--- config.mk ---
export PLATFORM = sky130hd
export DESIGN_NAME = line_fill_buf
export DESIGN_NICKNAME = d
export VERILOG_FILES = /design/src/rtl/lfb_pkg.sv /design/src/rtl/lfb_buffer.sv /design/src/rtl/lfb_ctrl.sv /design/src/rtl/lfb_plru.sv /design/src/rtl/line_fill_buf.sv
export SDC_FILE = /design/constraint.sdc
export NUM_CORES = 1
export LEC_CHECK = 0
export CORE_UTILIZATION = 45
export CTS_BUF_LIST = sky130_fd_sc_hd__clkbuf_4 sky130_fd_sc_hd__clkbuf_8
export DETAILED_ROUTE_END_ITERATION = 12
export PLACE_DENSITY = 0.75
export SYNTH_ARGS = -nofsm -noshare
export SYNTH_HDL_FRONTEND = slang
export SYNTH_HIERARCHICAL = 1
export SYNTH_SLANG_ARGS = --single-unit
--- constraint.sdc ---
create_clock -name clk_i -period 7.6 [get_ports clk_i]
set_input_delay 1.9 -clock clk_i [delete_from_list [all_inputs] [get_ports clk_i]]
set_output_delay 1.9 -clock clk_i [all_outputs]
set_load 0.01 [all_outputs]
--- src/rtl/lfb_pkg.sv ---
package lfb_pkg;
  localparam int unsigned WORD_W     = 32;
  localparam int unsigned LINE_WORDS = 4;
  localparam int unsigned OFF_W      = 2;
  typedef logic [WORD_W-1:0]     word_t;
  typedef logic [LINE_WORDS-1:0] wmask_t;
  typedef logic [OFF_W-1:0]      off_t;
endpackage

--- src/rtl/lfb_buffer.sv ---
module lfb_buffer
  import lfb_pkg::*;
#(
  parameter int unsigned LINE_W = 14
) (
  input  logic                         clk_i,
  input  logic                         rst_ni,
  input  logic                         clear_i,
  input  logic                         land_i,
  input  off_t                         land_off_i,
  input  word_t                        land_data_i,
  input  logic                         act_i,
  input  logic [LINE_W-1:0]            line_i,
  input  logic                         look_i,
  input  logic [LINE_W-1:0]            look_line_i,
  input  off_t                         look_off_i,
  output wmask_t                       view_val_o,
  output logic [LINE_WORDS*WORD_W-1:0] view_data_o,
  output logic                         hit_o,
  output word_t                        hit_data_o
);
  wmask_t val_q;
  word_t  data_q [LINE_WORDS];
  word_t  vw     [LINE_WORDS];

  for (genvar i = 0; i < LINE_WORDS; i++) begin : g_word
    logic sel;
    assign sel = land_i && (land_off_i == off_t'(i));

    always_ff @(posedge clk_i or negedge rst_ni) begin
      if (!rst_ni) begin
        val_q[i]  <= 1'b0;
        data_q[i] <= '0;
      end else begin
        if (sel) data_q[i] <= land_data_i;
        if (clear_i)  val_q[i] <= 1'b0;
        else if (sel) val_q[i] <= 1'b1;
      end
    end

    // word arriving this cycle is visible at once
    assign view_val_o[i] = val_q[i] | sel;
    assign vw[i]         = sel ? land_data_i : data_q[i];
    assign view_data_o[i*WORD_W +: WORD_W] = vw[i];
  end

  assign hit_o      = look_i && act_i && (look_line_i == line_i) && view_val_o[look_off_i];
  assign hit_data_o = vw[look_off_i];
endmodule

--- src/rtl/lfb_ctrl.sv ---
module lfb_ctrl
  import lfb_pkg::*;
#(
  parameter int unsigned AW = 16,
  localparam int unsigned LINE_W = AW - OFF_W
) (
  input  logic              clk_i,
  input  logic              rst_ni,
  input  logic              fetch_req_i,
  input  logic [AW-1:0]     fetch_addr_i,
  input  logic              iq_hit_i,
  input  logic              cache_hit_i,
  input  logic              buf_hit_i,
  input  wmask_t            view_val_i,
  output logic              look_o,
  output logic              miss_o,
  output logic              cache_use_o,
  output logic              commit_o,
  output logic              flash_re_o,
  output logic [AW-1:0]     flash_addr_o,
  output logic              act_o,
  output logic [LINE_W-1:0] line_o,
  output logic              land_o,
  output off_t              land_off_o
);
  localparam logic [2:0] ALL_REQ = 3'(LINE_WORDS);

  logic              act_q, pend_q;
  logic [LINE_W-1:0] line_q;
  off_t              poff_q, noff_q;
  logic [2:0]        iss_q;
  logic              full, pf;

  assign look_o      = fetch_req_i && !iq_hit_i;
  assign miss_o      = look_o && !buf_hit_i && !cache_hit_i;
  assign cache_use_o = look_o && cache_hit_i && !buf_hit_i;
  assign full        = act_q && (&view_val_i);
  // full line waits for a cycle without an array read
  assign commit_o    = act_q && (|view_val_i) && (miss_o || (full && !cache_use_o));
  assign pf          = act_q && !miss_o && (iss_q < ALL_REQ) && !commit_o;

  assign flash_re_o   = miss_o || pf;
  assign flash_addr_o = miss_o ? fetch_addr_i : {line_q, noff_q};

  always_ff @(posedge clk_i or negedge rst_ni) begin
    if (!rst_ni) begin
      act_q  <= 1'b0;
      pend_q <= 1'b0;
      line_q <= '0;
      poff_q <= '0;
      noff_q <= '0;
      iss_q  <= '0;
    end else if (miss_o) begin
      act_q  <= 1'b1;
      line_q <= fetch_addr_i[AW-1:OFF_W];
      pend_q <= 1'b1;
      poff_q <= fetch_addr_i[OFF_W-1:0];
      noff_q <= fetch_addr_i[OFF_W-1:0] + off_t'(1);
      iss_q  <= 3'd1;
    end else if (commit_o) begin
      act_q  <= 1'b0;
      pend_q <= 1'b0;
      iss_q  <= '0;
    end else if (pf) begin
      pend_q <= 1'b1;
      poff_q <= noff_q;
      noff_q <= noff_q + off_t'(1);
      iss_q  <= iss_q + 3'd1;
    end else begin
      pend_q <= 1'b0;
    end
  end

  assign act_o      = act_q;
  assign line_o     = line_q;
  assign land_o     = pend_q;
  assign land_off_o = poff_q;
endmodule

--- src/rtl/lfb_plru.sv ---
module lfb_plru #(
  parameter int unsigned SETS  = 16,
  parameter int unsigned WAYS  = 4,
  localparam int unsigned IDX_W = $clog2(SETS),
  localparam int unsigned WAY_W = (WAYS > 1) ? $clog2(WAYS) : 1
) (
  input  logic             clk_i,
  input  logic             rst_ni,
  input  logic [IDX_W-1:0] rd_idx_i,
  input  logic             upd_i,
  input  logic [IDX_W-1:0] upd_idx_i,
  input  logic [WAY_W-1:0] upd_way_i,
  output logic [WAY_W-1:0] victim_o
);
  if (WAYS == 1) begin : g_direct
    assign victim_o = '0;
  end else begin : g_tree
    localparam int unsigned LVL = $clog2(WAYS);
    // heap-ordered nodes 1..WAYS-1, bit 0 spare
    logic [WAYS-1:0] tree_q [SETS];
    logic [WAYS-1:0] rrow, nrow;

    always_comb begin
      int node;
      rrow = tree_q[rd_idx_i];
      node = 1;
      for (int l = 0; l < LVL; l++) node = 2 * node + int'(rrow[WAY_W'(node)]);
      victim_o = WAY_W'(node - int'(WAYS));
    end

    always_comb begin
      int node;
      logic [WAY_W-1:0] tw;
      nrow = tree_q[upd_idx_i];
      node = 1;
      tw   = upd_way_i;
      for (int l = 0; l < LVL; l++) begin
        nrow[WAY_W'(node)] = ~tw[WAY_W-1];
        node = 2 * node + int'(tw[WAY_W-1]);
        tw   = tw << 1;
      end
    end

    always_ff @(posedge clk_i or negedge rst_ni) begin
      if (!rst_ni) begin
        for (int s = 0; s < SETS; s++) tree_q[s] <= '0;
      end else if (upd_i) begin
        tree_q[upd_idx_i] <= nrow;
      end
    end
  end
endmodule

--- src/rtl/line_fill_buf.sv ---
module line_fill_buf
  import lfb_pkg::*;
#(
  parameter int unsigned AW    = 16,
  parameter int unsigned IDX_W = 4,
  parameter int unsigned WAYS  = 4,
  localparam int unsigned LINE_W = AW - OFF_W,
  localparam int unsigned TAG_W  = LINE_W - IDX_W,
  localparam int unsigned WAY_W  = (WAYS > 1) ? $clog2(WAYS) : 1
) (
  input  logic                         clk_i,
  input  logic                         rst_ni,
  input  logic                         fetch_req_i,
  input  logic [AW-1:0]                fetch_addr_i,
  input  logic                         iq_hit_i,
  input  logic                         cache_hit_i,
  input  logic [WAY_W-1:0]             cache_hit_way_i,
  output logic                         buf_hit_o,
  output logic [WORD_W-1:0]            buf_rdata_o,
  output logic                         flash_re_o,
  output logic [AW-1:0]                flash_addr_o,
  input  logic [WORD_W-1:0]            flash_rdata_i,
  output logic                         lw_en_o,
  output logic [WAY_W-1:0]             lw_way_o,
  output logic [IDX_W-1:0]             lw_index_o,
  output logic [TAG_W-1:0]             lw_tag_o,
  output logic [LINE_WORDS-1:0]        lw_valid_o,
  output logic [LINE_WORDS*WORD_W-1:0] lw_data_o
);
  logic              look, miss, cache_use, commit, act, land;
  logic [LINE_W-1:0] line;
  off_t              land_off;
  wmask_t            view_val;
  logic [WAY_W-1:0]  victim;

  lfb_ctrl #(.AW(AW)) u_ctrl (
    .clk_i        (clk_i),
    .rst_ni       (rst_ni),
    .fetch_req_i  (fetch_req_i),
    .fetch_addr_i (fetch_addr_i),
    .iq_hit_i     (iq_hit_i),
    .cache_hit_i  (cache_hit_i),
    .buf_hit_i    (buf_hit_o),
    .view_val_i   (view_val),
    .look_o       (look),
    .miss_o       (miss),
    .cache_use_o  (cache_use),
    .commit_o     (commit),
    .flash_re_o   (flash_re_o),
    .flash_addr_o (flash_addr_o),
    .act_o        (act),
    .line_o       (line),
    .land_o       (land),
    .land_off_o   (land_off)
  );

  lfb_buffer #(.LINE_W(LINE_W)) u_buf (
    .clk_i       (clk_i),
    .rst_ni      (rst_ni),
    .clear_i     (miss || commit),
    .land_i      (land),
    .land_off_i  (land_off),
    .land_data_i (flash_rdata_i),
    .act_i       (act),
    .line_i      (line),
    .look_i      (look),
    .look_line_i (fetch_addr_i[AW-1:OFF_W]),
    .look_off_i  (fetch_addr_i[OFF_W-1:0]),
    .view_val_o  (view_val),
    .view_data_o (lw_data_o),
    .hit_o       (buf_hit_o),
    .hit_data_o  (buf_rdata_o)
  );

  lfb_plru #(.SETS(1 << IDX_W), .WAYS(WAYS)) u_plru (
    .clk_i     (clk_i),
    .rst_ni    (rst_ni),
    .rd_idx_i  (line[IDX_W-1:0]),
    .upd_i     (commit || cache_use),
    .upd_idx_i (commit ? line[IDX_W-1:0] : fetch_addr_i[OFF_W +: IDX_W]),
    .upd_way_i (commit ? victim : cache_hit_way_i),
    .victim_o  (victim)
  );

  assign lw_en_o    = commit;
  assign lw_way_o   = victim;
  assign lw_index_o = line[IDX_W-1:0];
  assign lw_tag_o   = line[LINE_W-1:IDX_W];
  assign lw_valid_o = view_val;
endmodule

After elaboration in Yosys (flattened, before gate mapping)
Cells that the tools add are included.
{"block": "totals", "register_bits": 219, "in_bits": 55}
{"block": "classes", "n_addsub": 7, "magnitude_cmp": 9, "eq_ne": 5, "muxes": 49, "bitwise": 9, "reduce_logical": 42}
{"cell": "two-way mux 32 bit", "count": 6}
{"cell": "binary-select mux 32 bit (select 2 bit)", "count": 1}
{"cell": "bitwise mux 64 bit", "count": 1}
{"cell": "binary-select mux 4 bit (select 4 bit)", "count": 2}
{"cell": "two-way mux 4 bit", "count": 6}
{"cell": "logical AND 1 bit", "count": 21}
{"cell": "two-way mux 1 bit", "count": 17}
{"cell": "demux 4 bit (select 4 bit)", "count": 1}
{"cell": "two-way mux 16 bit", "count": 1}
{"cell": "equality test 14 bit", "count": 1}
{"cell": "two-way mux 2 bit", "count": 7}
{"cell": "nonzero test 2 bit", "count": 6}
{"cell": "greater-or-equal comparator 5 bit (second input constant)", "count": 2}
{"cell": "inverter 4 -> 5 bit", "count": 2}
{"cell": "two-way mux 3 bit", "count": 3}
{"cell": "< comparator 2 x 4 -> 1 bit (second input constant)", "count": 2}
{"cell": "zero test 1 bit", "count": 6}
{"cell": "< comparator 5 x 1 -> 1 bit (second input constant)", "count": 1}
{"cell": "adder 2 x 1 -> 2 bit (first input constant)", "count": 2}
{"cell": "adder 2 x 1 -> 2 bit (second input constant)", "count": 2}
{"cell": "binary-select mux 1 bit (select 2 bit)", "count": 2}
{"cell": "bitwise mux 4 bit", "count": 1}
{"cell": "equality test 2 bit (second input constant)", "count": 2}
{"cell": "logical OR 1 bit", "count": 4}
{"cell": "18 further kinds", "count": 22}

Depth between registers and ports, before layout
Gate-level depths: netlist (run 1).
{"block": "depth", "ltp_word": 20, "ltp_mapped": 20}

Cells and area by module
The synthesis (run 1) kept the hierarchy.
{"mod": "lfb_buffer", "n_inst": 1, "cells_per_inst": 444, "area_per_inst_um2": 6150.9}
{"mod": "lfb_plru", "n_inst": 1, "cells_per_inst": 164, "area_per_inst_um2": 2040.7}
{"mod": "lfb_ctrl", "n_inst": 1, "cells_per_inst": 118, "area_per_inst_um2": 1076.0}
{"mod": "line_fill_buf", "n_inst": 1, "cells_per_inst": 9, "area_per_inst_um2": 113.9}

Worst setup path before layout (run 1)
OpenSTA, ideal clock, no wires.
{"block": "synth_timing", "path_type": "input port to output port", "startpoint": "input fetch_addr_i[0]", "endpoint": "output lw_en_o", "t_arrival_ns": 4.064, "required_ns": 5.700, "slack_ns": 1.636, "cell_stages": 9, "path_cell_list": "buf_2 -> buf_1 -> o41ai_1 -> a211oi_1 -> or4b_1 -> buf_4 -> inv_6 -> a41oi_1 -> o21ai_0"}
{"block": "synth_via", "elab_chain_cells": 9, "elab_cells_between_ends": 11}
{"element": "start, declared", "line": "line_fill_buf.sv:14", "rtl": "input logic [AW-1:0] fetch_addr_i,"}
{"element": "binary-select mux 1 bit (select 2 bit) (*)", "line": "lfb_buffer.sv:47", "rtl": "assign hit_o = look_i && act_i && (look_line_i == line_i) && view_val_o[look_off_i];"}
{"element": "two-way mux 1 bit (not written as such) (*)", "line": "lfb_buffer.sv:47"}
{"element": "logical AND 1 bit (*)", "line": "lfb_buffer.sv:47"}
{"element": "net buf_hit_o", "line": "line_fill_buf.sv:18", "rtl": "output logic buf_hit_o,"}
{"element": "zero test 1 bit (*)", "line": "lfb_ctrl.sv:35, lfb_ctrl.sv:36"}
{"element": "logical AND 1 bit", "line": "lfb_ctrl.sv:36", "rtl": "assign cache_use_o = look_o && cache_hit_i && !buf_hit_i;"}
{"element": "zero test 1 bit", "line": "lfb_ctrl.sv:39", "rtl": "assign commit_o = act_q && (|view_val_i) && (miss_o || (full && !cache_use_o));"}
{"element": "logical AND 1 bit", "line": "lfb_ctrl.sv:39"}
{"element": "logical OR 1 bit (*)", "line": "lfb_ctrl.sv:39"}
{"element": "logical AND 1 bit (*)", "line": "lfb_ctrl.sv:39"}
{"element": "end, declared", "line": "line_fill_buf.sv:23", "rtl": "output logic lw_en_o,"}
The timed path passes the listed nets; every way through them passes the cells marked *. The select of a mux whose other input is x is not followed.

Worst setup path after layout (run 1)
{"block": "layout_timing", "startpoint": "input fetch_req_i", "endpoint": "output flash_addr_o[5]"}
{"block": "layout_via", "elab_chain_cells": 8}
{"element": "start, declared", "line": "line_fill_buf.sv:13", "rtl": "input logic fetch_req_i,"}
{"element": "logical AND 1 bit (*)", "line": "lfb_ctrl.sv:34", "rtl": "assign look_o = fetch_req_i && !iq_hit_i;"}
{"element": "net look", "line": "line_fill_buf.sv:30", "rtl": "logic look, miss, cache_use, commit, act, land;"}
{"element": "logical AND 1 bit (3 in series)", "line": "lfb_buffer.sv:47"}
{"element": "zero test 1 bit", "line": "lfb_ctrl.sv:35", "rtl": "assign miss_o = look_o && !buf_hit_i && !cache_hit_i;"}
{"element": "logical AND 1 bit (*) (2 in series)", "line": "lfb_ctrl.sv:35"}
{"element": "two-way mux 16 bit (*)", "line": "lfb_ctrl.sv:43", "rtl": "assign flash_addr_o = miss_o ? fetch_addr_i : {line_q, noff_q};"}
{"element": "end, declared", "line": "line_fill_buf.sv:21", "rtl": "output logic [AW-1:0] flash_addr_o,"}
The timed path passes the listed nets; every way through them passes the cells marked *.

==> results.sh, run 1 <==
export IMPL_insertedDiodeCount=0
export IMPL_die_area_mm2=0.02139
export IMPL_grt_pass1_vias=6961
export IMPL_crit_family="simple AND/OR/NAND/NOR gates"
export IMPL_start_kind="input port"
export IMPL_skew_ns=0.01524
export IMPL_final_period_utilization_pct=91.70
export IMPL_fin_ws_ns=0.6308
export IMPL_dpl_cell_area_mm2=0.01191
export IMPL_ys_warnings_count=6
export IMPL_synth_cells=734
export IMPL_report_final_setup_viol=0
export IMPL_wl_per_cell_um=20.53
export IMPL_max_cap_violations=0
export IMPL_path_max_fanout=22
export IMPL_slew_viol_final=0
export IMPL_synth_area_mm2=0.009366
export IMPL_cp_slowest_cell="clkdlybuf4s50_1"
export IMPL_fp_coreArea_mm2=0.02030
export IMPL_cp_required_ns=5.70
export IMPL_nets=1015
export IMPL_worst_pin_slew_ns=0.8614
export IMPL_fillers=1639
export IMPL_rsz0062_at_grt="false"
export IMPL_fin_setup_tns_ns=0
export IMPL_cts_tree="yes"
export IMPL_holdWs_ns=0.3662
export IMPL_io_buffers=252
export IMPL_power_mw=5.832
export IMPL_p_per_area_mw_per_mm2=460.7
export IMPL_outcome="finished clean"
export IMPL_drt_iter0_drc=247
export IMPL_final_area_mm2=0.01266
export IMPL_grt_max_degree=93
export IMPL_drc=0
export IMPL_synth_avg_cell_area_um2=12.76
export IMPL_routed_via_count=6812
export IMPL_finalWeightedCongestion=0.8227
export IMPL_die_x_um=146.3
export IMPL_drtPass1Iterations=5
export IMPL_ff_latch_area_mm2=0.005080
export IMPL_fmax_mhz=143.5
export IMPL_grt_first_pass_wirelength_um=39960
export IMPL_num_io_pins=254
export IMPL_clkSinkCount=203
export IMPL_initial_core_util_pct=46.14
export IMPL_hpwlAfterDp_um=16870
export IMPL_dpl_worst_slack_ns=0.6513
export IMPL_post_cts_setup_buffers=0
export IMPL_finalHoldViolCount=0
export IMPL_crit_buf_inv=3
export IMPL_area_growth_pct=35.16
export IMPL_criticalPathCategory="in -> out"
export IMPL_leakagePower_nw=5.408
export IMPL_via_per_inst=5.441
export IMPL_cts_made_buffers=36
export IMPL_finalCriticalPeriod_ns=6.969
export IMPL_cts_resized_gates=0
export IMPL_ctsHoldBuffers=0
export IMPL_endpoint_kind="primary output"
export IMPL_clkLatencyLatePin_ns=0.51
export IMPL_slowest_delay_ns=0.55
export IMPL_maxSlewHeadroom_pct=42.51
export IMPL_cts_root_buf="clkbuf_8"
export IMPL_crit_chain="clkdlybuf4s50_1 -> nor2b_1 -> nand2_1 -> nor4_1 -> nand4_1 -> a211oi_1 -> or4b_1 -> buf_4 -> nand2_1 -> nand2_1 -> clkdlybuf4s50_1"
export IMPL_antenna_found_initial=0
export IMPL_crit_top_cell="nand2_1"
export IMPL_wl_um=25710
export IMPL_final_antenna_net_count=0
export IMPL_die_h_um=146.3
export IMPL_drive_above_1_share_pct=25.66
export IMPL_cts_htree_levels=2
export IMPL_clkTransAtPathRegs_ns=0.06
export IMPL_arrival_ns=5.07
export IMPL_multi_input_area_mm2=0.003830
export IMPL_grt_usage_pct=24.04
export IMPL_clockBufferDepth=3
export IMPL_syn_nets=790
export IMPL_vdd_ir_drop_max_v=0.0002572
export IMPL_row_count=52
export IMPL_overflow=0
export IMPL_min_path_type="reg -> reg"
[per-stage QoR]
stage | utilization (%) | std cells
2_1_floorplan | - | 734
3_3_place_gp | 58.69 | 1191
3_5_place_dp | 58.69 | 1191
4_1_cts | 62.36 | 1252
5_1_grt | 62.36 | 1252
6_report | 62.36 | 1252
[cells in the final DEF, fill, tap and decap left out, types with 15 or more instances in the layout]
cell type        count
xor2_1              15
nor2_1              34
nand2_1             64
mux2_2             126
o22ai_1             47
a21oi_1             18
dfrtp_1            203
a211oi_2            19
clkdlybuf4s50_1    251
clkbuf_8            49
[sequential cells by signal, indices dropped and copies added, names as in the netlist]
signal and count:
u_buf/data_q 128, u_plru/g_tree.tree_q 48, u_ctrl/line_o 14, u_buf/val_q 4
u_ctrl/iss_q 3, u_ctrl/land_off_o 2, u_ctrl/noff_q 2, u_ctrl/act_o 1
u_ctrl/land_o 1
[report_power, final]
group	internal [mW]	leakage [nW]	switching [mW]
combinational	1.70	2.54	1.34
clock	0.600	0.401	0.438
sequential	1.52	2.47	0.234
total	3.82	5.41	2.01
[final cells by class]
type | count | share of cell area [%]
Multi-Input combinational cell | 444 | 30.25
Inverter | 8 | 0.2767
Clock buffer | 56 | 5.693
Sequential cell | 203 | 40.13
Tap cell | 270 | 2.669
Timing Repair Buffer | 266 | 20.78
Clock inverter | 5 | 0.1977
[metal layers]
layer / vias to the layer above / share of wire (%) / global-route usage [%]
li1: 3089 / - / -
met1: 3424 / 42 / 32.31
met2: 262 / 48 / 39.10
met3: 37 / 8.0 / 5.938
met4: 0 / 1.7 / 6.094
met5: - / 0 / 0
[worst paths after layout]
kind,startpoint,to,slack (ns),cells after the start
worst min-delay path,u_plru/g_tree.tree_q[26],u_plru/g_tree.tree_q[26],0.37,0
worst max register to register,u_ctrl/land_off_o[1],u_plru/g_tree.tree_q[61],3.00,14
worst max-delay path,fetch_req_i,flash_addr_o[5],0.63,11
min in group asynchronous,rst_ni,u_buf/data_q[124],1.45,1
max in group asynchronous,rst_ni,u_buf/data_q[34],4.83,2
worst min register to register,u_plru/g_tree.tree_q[26],u_plru/g_tree.tree_q[26],0.37,0
(Power assumes the default switching activity.)
==> run 2: changes to the inputs <==
CAP_MARGIN = 20   (was unset)
CTS_CLUSTER_SIZE = 14   (was unset)
==> results of run 2 <==
No change in the layout: final DEF, timing and power equal those of run 1.
==> run 3: changes to the inputs <==
CORE_UTILIZATION = 40   (was 45)
PLACE_DENSITY = 0.68   (was 0.75)
==> run 3 against run 2 <==
  * Final cell count increased by 3.9%
  * Die area increased by 12%
  * Combinational power about the same
  * Hold slack improved by 0.0028 ns
  * Critical path depth increased by 1
  * Largest power group unchanged
  * Total power about the same
  * Highest routed layer unchanged
  * Clock power about the same
  * Core utilization decreased by 6.4 points
  * Routed wire length increased by 3.3%
  * Sequential power about the same
  * Critical endpoint is now lw_en_o
  * Register-to-register slack improved by 0.21 ns
==> results.sh, run 3 (synthesized netlist as in run 1, its figures left out) <==
export IMPL_outcome="finished clean"
export IMPL_clkSinkCount=203
export IMPL_grt_usage_pct=22.05
export IMPL_cts_tree="yes"
export IMPL_maxSlewHeadroom_pct=41.32
export IMPL_overflow=0
export IMPL_crit_top_cell="clkdlybuf4s50_1"
export IMPL_grt_first_pass_wirelength_um=40610
export IMPL_die_h_um=155.0
export IMPL_largest_reg_flops=128
export IMPL_cts_root_buf="clkbuf_8"
export IMPL_r2r_start="u_ctrl/line_o[0]"
export IMPL_drt_iter0_drc=382
export IMPL_dpl_worst_slack_ns=0.6124
export IMPL_routed_via_count=6804
export IMPL_hpwlAfterDp_um=17420
export IMPL_min_from="u_plru/g_tree.tree_q[31]"
export IMPL_wl_per_cell_um=20.41
export IMPL_clkLatencyLatePin_ns=0.52
export IMPL_cts_htree_levels=2
export IMPL_finalWeightedCongestion=0.7925
export IMPL_cp_required_ns=5.70
export IMPL_r2r_end="u_plru/g_tree.tree_q[61]"
export IMPL_rsz0062_at_grt="false"
export IMPL_min_path_type="reg -> reg"
export IMPL_cp_slowest_cell="clkdlybuf4s50_1"
export IMPL_finalCriticalPeriod_ns=7.086
export IMPL_skew_ns=0.01745
export IMPL_vdd_ir_drop_max_v=0.0002068
export IMPL_post_cts_setup_buffers=0
export IMPL_fmax_mhz=141.1
export IMPL_fin_ws_ns=0.5138
export IMPL_clockBufferDepth=3
export IMPL_start_kind="input port"
export IMPL_drc=0
export IMPL_criticalPathCategory="in -> out"
export IMPL_grt_pass1_vias=6967
export IMPL_regMostFlops="u_buf/data_q"
export IMPL_r2r_slack_ns=3.21
export IMPL_final_period_utilization_pct=93.24
export IMPL_num_io_pins=254
export IMPL_cts_made_buffers=37
export IMPL_path_max_fanout=25
export IMPL_die_x_um=155.0
export IMPL_fillers=1950
export IMPL_finalHoldViolCount=0
export IMPL_drtPass1Iterations=4
export IMPL_area_growth_pct=36.11
export IMPL_ctsHoldBuffers=0
export IMPL_multi_input_area_mm2=0.003830
export IMPL_antenna_found_initial=0
export IMPL_grt_max_degree=88
export IMPL_final_common_cell="clkdlybuf4s50_1"
export IMPL_initial_core_util_pct=41.12
export IMPL_worst_pin_slew_ns=0.8801
export IMPL_max_cap_violations=0
export IMPL_die_area_mm2=0.02403
export IMPL_insertedDiodeCount=0
export IMPL_fp_coreArea_mm2=0.02278
export IMPL_via_per_inst=5.230
export IMPL_slew_viol_final=0
export IMPL_layout_common_cells="clkdlybuf4s50_1, dfrtp_1, mux2_2"
export IMPL_nets=1021
export IMPL_crit_chain="clkdlybuf4s50_1 -> nor2b_1 -> nand2_1 -> nor4_1 -> nand4_1 -> a211oi_1 -> or4b_1 -> inv_6 -> a41oi_1 -> o21ai_0 -> buf_4 -> clkdlybuf4s50_1"
export IMPL_fin_setup_tns_ns=0
export IMPL_hold_end="u_plru/g_tree.tree_q[31]"
export IMPL_clkTransAtPathRegs_ns=0.05
export IMPL_final_antenna_net_count=0
export IMPL_drive_above_1_share_pct=26.11
export IMPL_hold_path_cell_count=0
export IMPL_io_buffers=252
export IMPL_cts_resized_gates=0
export IMPL_report_final_setup_viol=0
export IMPL_slowest_delay_ns=0.50
export IMPL_leakagePower_nw=5.427
export IMPL_wl_um=26560
export IMPL_r2r_cells=14
export IMPL_p_per_area_mw_per_mm2=457.6
export IMPL_arrival_ns=5.19
export IMPL_row_count=55
export IMPL_ff_latch_area_mm2=0.005080
export IMPL_endpoint_kind="primary output"
## run 3: stage by stage
step                      instances  power, mW  hold WS [ns]  util, %  area, um2
after floorplan                 734      3.261        0.4210        -       9366
after global placement         1239      4.791        0.3569    52.71      12010
after detailed placement       1239      4.830        0.3577    52.71      12010
after CTS                      1301      5.893        0.3712    55.97      12750
after global routing           1301      6.153        0.3784    55.97      12750
final                          1301      5.834        0.3690    55.97      12750
## run 3: worst max path at each step
stage | slack, ns | start | endpoint | cells past startpoint
2_1_floorplan | 1.64 | fetch_addr_i[0] | lw_en_o | 9
6_report | 0.51 | fetch_req_i | lw_en_o | 12
3_5_place_dp | 0.61 | fetch_req_i | lw_en_o | 12
5_1_grt | 0.35 | fetch_req_i | lw_en_o | 12
3_3_place_gp | 0.62 | fetch_addr_i[1] | lw_en_o | 11
4_1_cts | 0.60 | fetch_req_i | lw_en_o | 12
## run 3: cell type report
type	count	share of cell area, %
Timing Repair Buffer	271	20.93
Tap cell	313	3.072
Multi-Input combinational cell	444	30.04
Clock buffer	57	5.614
Clock inverter	5	0.2159
Sequential cell	203	39.85
Inverter	8	0.2748
## run 3: report_power, final
part | switching (mW) | internal, mW
clock network | 0.442 | 0.596
logic | 1.34 | 1.70
registers | 0.233 | 1.52
total | 2.02 | 3.82
## run 3: critical path: cells and delay by family
family / cells / cell delay [ns]
buf+inv: 4 / 1.30
simple gates: 5 / 1.26
compound gates: 3 / 0.73
## run 3: per-layer routing
metal	global-route usage, %	vias to the layer above	part of all wire [%]
met2	35.31	233	46
li1	-	3100	-
met5	0	-	0
met1	30.12	3433	45
met3	4.763	38	6.7
met4	6.365	0	2.0
